[src/rtl/mlt_pkg.sv]
package mlt_pkg;
    typedef enum logic [0:0] {
        RPT_IDLE,
        RPT_SHOW
    } rpt_state_e;
endpackage

[src/rtl/mlt_window.sv]
module mlt_window #(
    parameter int WINDOW = 131072
) (
    input  logic clk,
    input  logic rst_n,
    input  logic tick,
    output logic close
);
    localparam int W = (WINDOW > 1) ? $clog2(WINDOW) : 1;

    logic [W-1:0] cnt_q;

    assign close = tick && (cnt_q == W'(WINDOW - 1));

    always_ff @(posedge clk) begin
        if (!rst_n) begin
            cnt_q <= '0;
        end else if (close) begin
            cnt_q <= '0;
        end else if (tick) begin
            cnt_q <= cnt_q + 1'b1;
        end
    end
endmodule

[src/rtl/mlt_table.sv]
module mlt_table #(
    parameter int ENTRIES = 8,
    parameter int PC_W    = 32,
    parameter int CNT_W   = 16,
    parameter int FRAC_W  = 4,
    localparam int IDX_W  = $clog2(ENTRIES),
    localparam int PROD_W = CNT_W + FRAC_W
) (
    input  logic                     clk,
    input  logic                     rst_n,
    input  logic                     ld_valid,
    input  logic [PC_W-1:0]          ld_pc,
    input  logic                     ld_miss,
    input  logic                     judge,
    input  logic [CNT_W-1:0]         cfg_min,
    input  logic [FRAC_W-1:0]        cfg_ratio,
    input  logic                     ack,
    input  logic [IDX_W-1:0]         ack_idx,
    output logic [ENTRIES-1:0]       valid_o,
    output logic [ENTRIES-1:0]       flag_o,
    output logic [ENTRIES-1:0]       pend_nxt_o,
    output logic [ENTRIES*PC_W-1:0]  pc_flat_o,
    output logic [ENTRIES*PC_W-1:0]  pc_nxt_flat_o,
    output logic [ENTRIES*CNT_W-1:0] exec_flat_o,
    output logic [ENTRIES*CNT_W-1:0] miss_flat_o
);
    logic [ENTRIES-1:0] valid_q, valid_d, flag_q, flag_d, pend_q, pend_d;
    logic [ENTRIES-1:0] hit_vec, hot;
    logic [PC_W-1:0]    pc_q   [ENTRIES];
    logic [PC_W-1:0]    pc_d   [ENTRIES];
    logic [CNT_W-1:0]   exec_q [ENTRIES];
    logic [CNT_W-1:0]   exec_d [ENTRIES];
    logic [CNT_W-1:0]   miss_q [ENTRIES];
    logic [CNT_W-1:0]   miss_d [ENTRIES];
    logic [PROD_W-1:0]  lhs    [ENTRIES];
    logic [PROD_W-1:0]  rhs    [ENTRIES];
    logic [IDX_W-1:0]   alloc_idx;
    logic               alloc_found, alloc_en;

    function automatic logic [CNT_W-1:0] sat_inc(input logic [CNT_W-1:0] x);
        return (x == '1) ? x : x + 1'b1;
    endfunction

    // Match lookup and lowest free slot.
    always_comb begin
        hit_vec     = '0;
        alloc_idx   = '0;
        alloc_found = 1'b0;
        for (int i = 0; i < ENTRIES; i++) begin
            hit_vec[i] = valid_q[i] && (pc_q[i] == ld_pc);
        end
        for (int i = ENTRIES - 1; i >= 0; i--) begin
            if (!valid_q[i]) begin
                alloc_found = 1'b1;
                alloc_idx   = IDX_W'(i);
            end
        end
    end

    assign alloc_en = ld_valid && ld_miss && !(|hit_vec) && alloc_found;

    // Per-entry update, then judgement on the updated values.
    always_comb begin
        for (int i = 0; i < ENTRIES; i++) begin
            valid_d[i] = valid_q[i];
            flag_d[i]  = flag_q[i];
            pend_d[i]  = pend_q[i];
            pc_d[i]    = pc_q[i];
            exec_d[i]  = exec_q[i];
            miss_d[i]  = miss_q[i];
            if (ld_valid && hit_vec[i]) begin
                exec_d[i] = sat_inc(exec_q[i]);
                if (ld_miss) begin
                    miss_d[i] = sat_inc(miss_q[i]);
                end
            end
            if (alloc_en && (alloc_idx == IDX_W'(i))) begin
                valid_d[i] = 1'b1;
                flag_d[i]  = 1'b0;
                pend_d[i]  = 1'b0;
                pc_d[i]    = ld_pc;
                exec_d[i]  = CNT_W'(1);
                miss_d[i]  = CNT_W'(1);
            end
            if (ack && (ack_idx == IDX_W'(i))) begin
                pend_d[i] = 1'b0;
            end
            lhs[i] = {miss_d[i], {FRAC_W{1'b0}}};
            rhs[i] = PROD_W'(exec_d[i]) * PROD_W'(cfg_ratio);
            hot[i] = valid_d[i] && (miss_d[i] >= cfg_min) && (lhs[i] > rhs[i]);
            if (judge) begin
                if (hot[i]) begin
                    if (!flag_d[i]) begin
                        flag_d[i] = 1'b1;
                        pend_d[i] = 1'b1;
                    end
                end else begin
                    valid_d[i] = 1'b0;
                    flag_d[i]  = 1'b0;
                    pend_d[i]  = 1'b0;
                end
                exec_d[i] = '0;
                miss_d[i] = '0;
            end
        end
    end

    always_ff @(posedge clk) begin
        if (!rst_n) begin
            valid_q <= '0;
            flag_q  <= '0;
            pend_q  <= '0;
            for (int i = 0; i < ENTRIES; i++) begin
                pc_q[i]   <= '0;
                exec_q[i] <= '0;
                miss_q[i] <= '0;
            end
        end else begin
            valid_q <= valid_d;
            flag_q  <= flag_d;
            pend_q  <= pend_d;
            for (int i = 0; i < ENTRIES; i++) begin
                pc_q[i]   <= pc_d[i];
                exec_q[i] <= exec_d[i];
                miss_q[i] <= miss_d[i];
            end
        end
    end

    assign valid_o    = valid_q;
    assign flag_o     = flag_q;
    assign pend_nxt_o = pend_d;

    for (genvar g = 0; g < ENTRIES; g++) begin : g_flat
        assign pc_flat_o[g*PC_W +: PC_W]     = pc_q[g];
        assign pc_nxt_flat_o[g*PC_W +: PC_W] = pc_d[g];
        assign exec_flat_o[g*CNT_W +: CNT_W] = exec_q[g];
        assign miss_flat_o[g*CNT_W +: CNT_W] = miss_q[g];
    end
endmodule

[src/rtl/mlt_reporter.sv]
module mlt_reporter
    import mlt_pkg::*;
#(
    parameter int ENTRIES = 8,
    parameter int PC_W    = 32,
    localparam int IDX_W  = $clog2(ENTRIES)
) (
    input  logic                    clk,
    input  logic                    rst_n,
    input  logic [ENTRIES-1:0]      pend_nxt,
    input  logic [ENTRIES*PC_W-1:0] pc_nxt_flat,
    input  logic                    dl_ready,
    output logic                    dl_valid,
    output logic [PC_W-1:0]         dl_pc,
    output logic                    ack,
    output logic [IDX_W-1:0]        ack_idx
);
    rpt_state_e       state_q, state_d;
    logic [IDX_W-1:0] sel_q, pick_idx;
    logic [PC_W-1:0]  pc_q;
    logic             pick_any, load;

    always_comb begin
        pick_any = 1'b0;
        pick_idx = '0;
        for (int i = ENTRIES - 1; i >= 0; i--) begin
            if (pend_nxt[i]) begin
                pick_any = 1'b1;
                pick_idx = IDX_W'(i);
            end
        end
    end

    always_comb begin
        state_d = state_q;
        load    = 1'b0;
        unique case (state_q)
            RPT_IDLE: begin
                if (pick_any) begin
                    state_d = RPT_SHOW;
                    load    = 1'b1;
                end
            end
            RPT_SHOW: begin
                if (dl_ready) begin
                    load    = pick_any;
                    state_d = pick_any ? RPT_SHOW : RPT_IDLE;
                end
            end
        endcase
    end

    always_ff @(posedge clk) begin
        if (!rst_n) begin
            state_q <= RPT_IDLE;
            sel_q   <= '0;
            pc_q    <= '0;
        end else begin
            state_q <= state_d;
            if (load) begin
                sel_q <= pick_idx;
                pc_q  <= pc_nxt_flat[pick_idx*PC_W +: PC_W];
            end
        end
    end

    always_comb begin
        dl_valid = (state_q == RPT_SHOW);
        dl_pc    = pc_q;
        ack      = dl_valid && dl_ready;
        ack_idx  = sel_q;
    end
endmodule

[src/rtl/miss_load_tracker.sv]
module miss_load_tracker #(
    parameter int ENTRIES = 8,
    parameter int PC_W    = 32,
    parameter int CNT_W   = 16,
    parameter int FRAC_W  = 4,
    parameter int WINDOW  = 131072,
    localparam int IDX_W  = $clog2(ENTRIES)
) (
    input  logic              clk,
    input  logic              rst_n,
    input  logic              ret_valid,
    input  logic              ret_is_load,
    input  logic [PC_W-1:0]   ret_pc,
    input  logic              ret_miss,
    input  logic [CNT_W-1:0]  cfg_min_miss,
    input  logic [FRAC_W-1:0] cfg_ratio,
    output logic              dl_valid,
    input  logic              dl_ready,
    output logic [PC_W-1:0]   dl_pc,
    input  logic [IDX_W-1:0]  q_idx,
    output logic              q_valid,
    output logic [PC_W-1:0]   q_pc,
    output logic [CNT_W-1:0]  q_execs,
    output logic [CNT_W-1:0]  q_misses,
    output logic              q_flagged
);
    logic                     win_close, ack;
    logic [IDX_W-1:0]         ack_idx;
    logic [ENTRIES-1:0]       ent_valid, ent_flag, pend_nxt;
    logic [ENTRIES*PC_W-1:0]  ent_pc_flat, pc_nxt_flat;
    logic [ENTRIES*CNT_W-1:0] ent_exec_flat, ent_miss_flat;

    mlt_window #(.WINDOW(WINDOW)) u_window (
        .clk   (clk),
        .rst_n (rst_n),
        .tick  (ret_valid),
        .close (win_close)
    );

    mlt_table #(
        .ENTRIES (ENTRIES),
        .PC_W    (PC_W),
        .CNT_W   (CNT_W),
        .FRAC_W  (FRAC_W)
    ) u_table (
        .clk           (clk),
        .rst_n         (rst_n),
        .ld_valid      (ret_valid && ret_is_load),
        .ld_pc         (ret_pc),
        .ld_miss       (ret_miss),
        .judge         (win_close),
        .cfg_min       (cfg_min_miss),
        .cfg_ratio     (cfg_ratio),
        .ack           (ack),
        .ack_idx       (ack_idx),
        .valid_o       (ent_valid),
        .flag_o        (ent_flag),
        .pend_nxt_o    (pend_nxt),
        .pc_flat_o     (ent_pc_flat),
        .pc_nxt_flat_o (pc_nxt_flat),
        .exec_flat_o   (ent_exec_flat),
        .miss_flat_o   (ent_miss_flat)
    );

    mlt_reporter #(
        .ENTRIES (ENTRIES),
        .PC_W    (PC_W)
    ) u_reporter (
        .clk         (clk),
        .rst_n       (rst_n),
        .pend_nxt    (pend_nxt),
        .pc_nxt_flat (pc_nxt_flat),
        .dl_ready    (dl_ready),
        .dl_valid    (dl_valid),
        .dl_pc       (dl_pc),
        .ack         (ack),
        .ack_idx     (ack_idx)
    );

    always_comb begin
        q_valid   = ent_valid[q_idx];
        q_flagged = ent_flag[q_idx];
        q_pc      = ent_pc_flat[q_idx*PC_W +: PC_W];
        q_execs   = ent_exec_flat[q_idx*CNT_W +: CNT_W];
        q_misses  = ent_miss_flat[q_idx*CNT_W +: CNT_W];
    end
endmodule

[config.mk]
export PLATFORM = sky130hd
export DESIGN_NAME = miss_load_tracker
export DESIGN_NICKNAME = d
export VERILOG_FILES = /design/src/rtl/mlt_pkg.sv /design/src/rtl/mlt_window.sv /design/src/rtl/mlt_table.sv /design/src/rtl/mlt_reporter.sv /design/src/rtl/miss_load_tracker.sv
export SDC_FILE = /design/constraint.sdc
export NUM_CORES = 2
export LEC_CHECK = 0
export BUFFER_PORTS_ARGS = -buffer_cell sky130_fd_sc_hd__buf_4
export CORE_UTILIZATION = 60
export CTS_CLUSTER_SIZE = 16
export DETAILED_ROUTE_END_ITERATION = 7
export GPL_TIMING_DRIVEN = 0
export PLACE_DENSITY = 0.76
export SETUP_SLACK_MARGIN = 0.15
export SYNTH_ARGS = -nofsm -noshare
export SYNTH_HDL_FRONTEND = slang
export SYNTH_SLANG_ARGS = --single-unit
[constraint.sdc]
create_clock -name clk -period 12.5 [get_ports clk]
set_input_delay 0.625 -clock clk [delete_from_list [all_inputs] [get_ports clk]]
set_output_delay 0.625 -clock clk [all_outputs]
set_load 0.05 [all_outputs]
==> flow_summary_export.csv <==
group,metric,value,unit
die,die_h,306,um
timing,finalSetupViolCount,0,
worst_setup_path,critPathBufInv,8,
power,leakagePower,0.0268,uW
worst_setup_path,crit-reg2reg-launch,"u_table.pc_q[2][53]",
timing,fin_worst_skew,0.0373,ns
timing,max_freq,81.4,MHz
detailed_routing,dr.pass1.iters,8,
synthesis,synth_edf_count,0,
synthesis,synth_area,0.0556,mm2
detailed_routing,met1_length,91000,um
detailed_routing,drtAntennaViolNets,0,
detailed_routing,post-route-drc-count,20,
placed_design,globalplace.congestion,1.13,
placed_design,post-dp-hpwl,205000,um
worst_setup_path,end_kind,"flop",
timing,slew_headroom,-0.0839,
synthesis,synth_seq_cells,589,
worst_setup_path,required,13.05,ns
worst_setup_path,slowest_delay,0.67,ns
worst_hold_path,hold_class,"reg2reg",
power,power.total,4580,uW
die,die_w,306,um
timing,holdWs,0.493,ns
synthesis,synth_fp_nets,7756,
timing,hold_viol_final,0,
grt,grt_pass1_vias,55100,
synthesis,ys_seq_area_frac,0.212,
grt,grt_util_all_layers,0.526,
clock_network,root_buffer,"clkbuf_16",
timing,tightest_slew,1.62,ns
worst_setup_path,cp-start-kind,"flop",
run,cap_violations,2,
worst_setup_path,crit_family,"simple AND/OR/NAND/NOR gates",
worst_hold_path,hp-start,"u_table.flag_o[7]",
synthesis,synth_top_area_frac,0.212,
synthesis,synthFlopType,"dfxtp_1",
worst_setup_path,crit_type,"reg2reg",
finish,area_delta_synth_final,11.0,%
clock_network,h-tree-depth,3,
grt,grt_pass1_wl,360000,um
worst_setup_path,cp.arrival,12.84,ns
die,coreArea,0.0917,mm2
clock_network,clk_pin_slew_worst_paths,0.06,ns
timing,worst_slack,0.212,ns
power,power_density,74.2,mW/mm2
synthesis,synth.area.top_cells,"dfxtp_1, ha_1, fa_1",
detailed_routing,met3WireLength,47400,um
detailed_routing,drt-total-wl,255000,um
placed_design,dp_slack,-3.38,ns
worst_setup_path,crit_path_frequent_cell,"a21oi_1",
worst_setup_path,crit_slowest_cell,"or4_1",
detailed_routing,highest_layer,"met5",
detailed_routing,wire_per_inst,30.1,um
finish,drive_above_1_share,0.103,
synthesis,synth_top_cells_by_count,"nand2_1, dfxtp_1, a21oi_1",
die,start_util,0.606,
detailed_routing,num_vias,58500,
synthesis,synth.distinct_cells,83,
placed_design,numPortBuffers,127,
clock_network,cts_tree,"built",
clock_network,cts_hold_buf,0,
die,io_pins,160,
die,die-area,0.0938,mm2
synthesis,syn-instance-count,7005,
timing,slew_violations,17,
synthesis,synth_area_per_cell,7.93,um2
detailed_routing,drt_iter0_markers,9129,
timing,setup_tns,0,ns
detailed_routing,vias_per_cell,6.90,
synthesis,synth_largest_area_cell,"dfxtp_1",
timing,rsz0062_at_grt,"no",
clock_network,clock_latency,0.68,ns
grt,grt_overflow,0,
die,fp-row-count,111,
synthesis,async_flop_share,0,
grt,antenna_found_initial,20,
finish,fill_cells,7574,
timing,period_minus_slack,12.29,ns
finish,nets,7977,
clock_network,clockBufferDepth,3,
worst_setup_path,cp_max_fo,10,
synthesis,yosysWarningCount,0,
timing,fin_crit_sh,0.983,
outcome,violations,"design-rule violations, max-capacitance violations, max-slew violations",
clock_network,cts.sinks,589,
synthesis,yosysMostFrequentCell,"nand2_1",
clock_network,numCtsBuffers,70,
outcome,status,"finished, violations left",
power,ir_drop,0.0959,mV
grt,grt_start_max_net_pins,14,
detailed_routing,route.met2.wl,97200,um
worst_setup_path,crit_start,"u_table.pc_q[2][53]",
==> where the power goes <==
part	switching [uW]	internal, uW	total (uW)
clock	937	1280	2220
combinational	358	108	466
sequential	9.38	1880	1890
==> layout by cell type, fill, tap and decap left out, drive strengths merged, types with 43 or more instances in the layout <==
cell type / synthesis / final
o21ai: 140 / 140
clkbuf: 344 / 435
inv: 464 / 469
a21oi: 480 / 480
mux2i: 78 / 78
or3: 70 / 70
nand4: 112 / 112
nand2: 1062 / 1062
nand2b: 45 / 45
fa: 224 / 224
xnor2: 295 / 295
buf: 90 / 236
a21o: 83 / 83
ha: 466 / 466
mux4: 132 / 132
and3: 137 / 137
xor2: 272 / 272
nor2: 478 / 478
nand3: 222 / 222
o21bai: 47 / 47
nor4: 95 / 95
nor3: 418 / 418
mux2: 67 / 67
and2: 107 / 107
or4: 43 / 43
dfxtp: 589 / 589
nor2b: 52 / 52
==> area by class of cell <==
type                       count  area, um2  area share
antenna                       10       25.0    0.000406
clock inverter                31        454     0.00736
multi-input combinational   5516      41200       0.668
inverter                     466       1750      0.0284
sequential                   589      11800       0.191
buffer                       434       1930      0.0312
timing repair buffer         149       1100      0.0179
clock buffer                  89       1920      0.0312
tap                         1186       1480      0.0241
==> worst register-to-register path, delay by kind of cell, from the launching register on <==
| family | cells | cell delay [ns] |
|---|---|---|
| AOI/OAI and AO/OA | 17 | 3.65 |
| xor gates and xnor gates | 2 | 0.44 |
| buffers and inverters | 8 | 1.56 |
| muxes | 1 | 0.20 |
| adders and majority gates | 4 | 1.82 |
| and+or+nand+nor | 16 | 4.13 |
| DFF | 1 | 0.36 |
==> registers in the layout, summed over array words and instances, names as in the netlist <==
| signal | cells |
|---|---|
| u_window.cnt_q | 17 |
| u_reporter.dl_pc | 32 |
| u_reporter.dl_valid | 1 |
| u_table.exec_q | 128 |
| u_table.pc_q | 256 |
| u_table.pend_q | 8 |
| u_table.valid_o | 8 |
| u_reporter.ack_idx | 3 |
| u_table.miss_q | 128 |
| u_table.flag_o | 8 |
==> metrics by stage <==
stage,utilization,instances,cell area (um2)
final,0.673,8470,61700
after detailed placement,0.634,8329,58100
after global routing,0.673,8460,61700
after CTS,0.665,8454,61000
after global placement,0.633,8318,58000
after floorplan,-,7005,55600
==> what timing repair did <==
action | in CTS | in global routing
pin swaps | 4 | 12
buffers inserted | 5 | 6
endpoints found under the setup margin | 39 | 33
gates resized for setup | 133 | 216
==> cells by family after synthesis <==
| kind of cell | after synthesis | synth area share |
|---|---|---|
| buffers and inverters | 900 | 0.0627 |
| multiplexers | 277 | 0.0811 |
| flip-flops | 589 | 0.212 |
| adder cells (fa/ha/maj) | 690 | 0.186 |
| AO/OA/AOI/OAI | 1065 | 0.120 |
| AND/OR/NAND/NOR | 2917 | 0.249 |
| XOR/XNOR | 567 | 0.0894 |
==> worst paths after layout <==
check	slack, ns	cells after the start	endpoint
worst max-delay path	0.21	48	u_reporter.dl_pc[12]
worst min-delay path	0.49	2	u_table.flag_o[7]
worst max register to register	0.21	48	u_reporter.dl_pc[12]
worst min register to register	0.49	2	u_table.flag_o[7]
==> metal layers <==
layer,GRT usage,vias to the layer above
met5,0.00620,-
met4,0.323,22
met3,0.281,1072
met2,0.706,4698
met1,0.654,27900
li1,-,24800
Note: power is estimated with default switching activity, not from simulation.
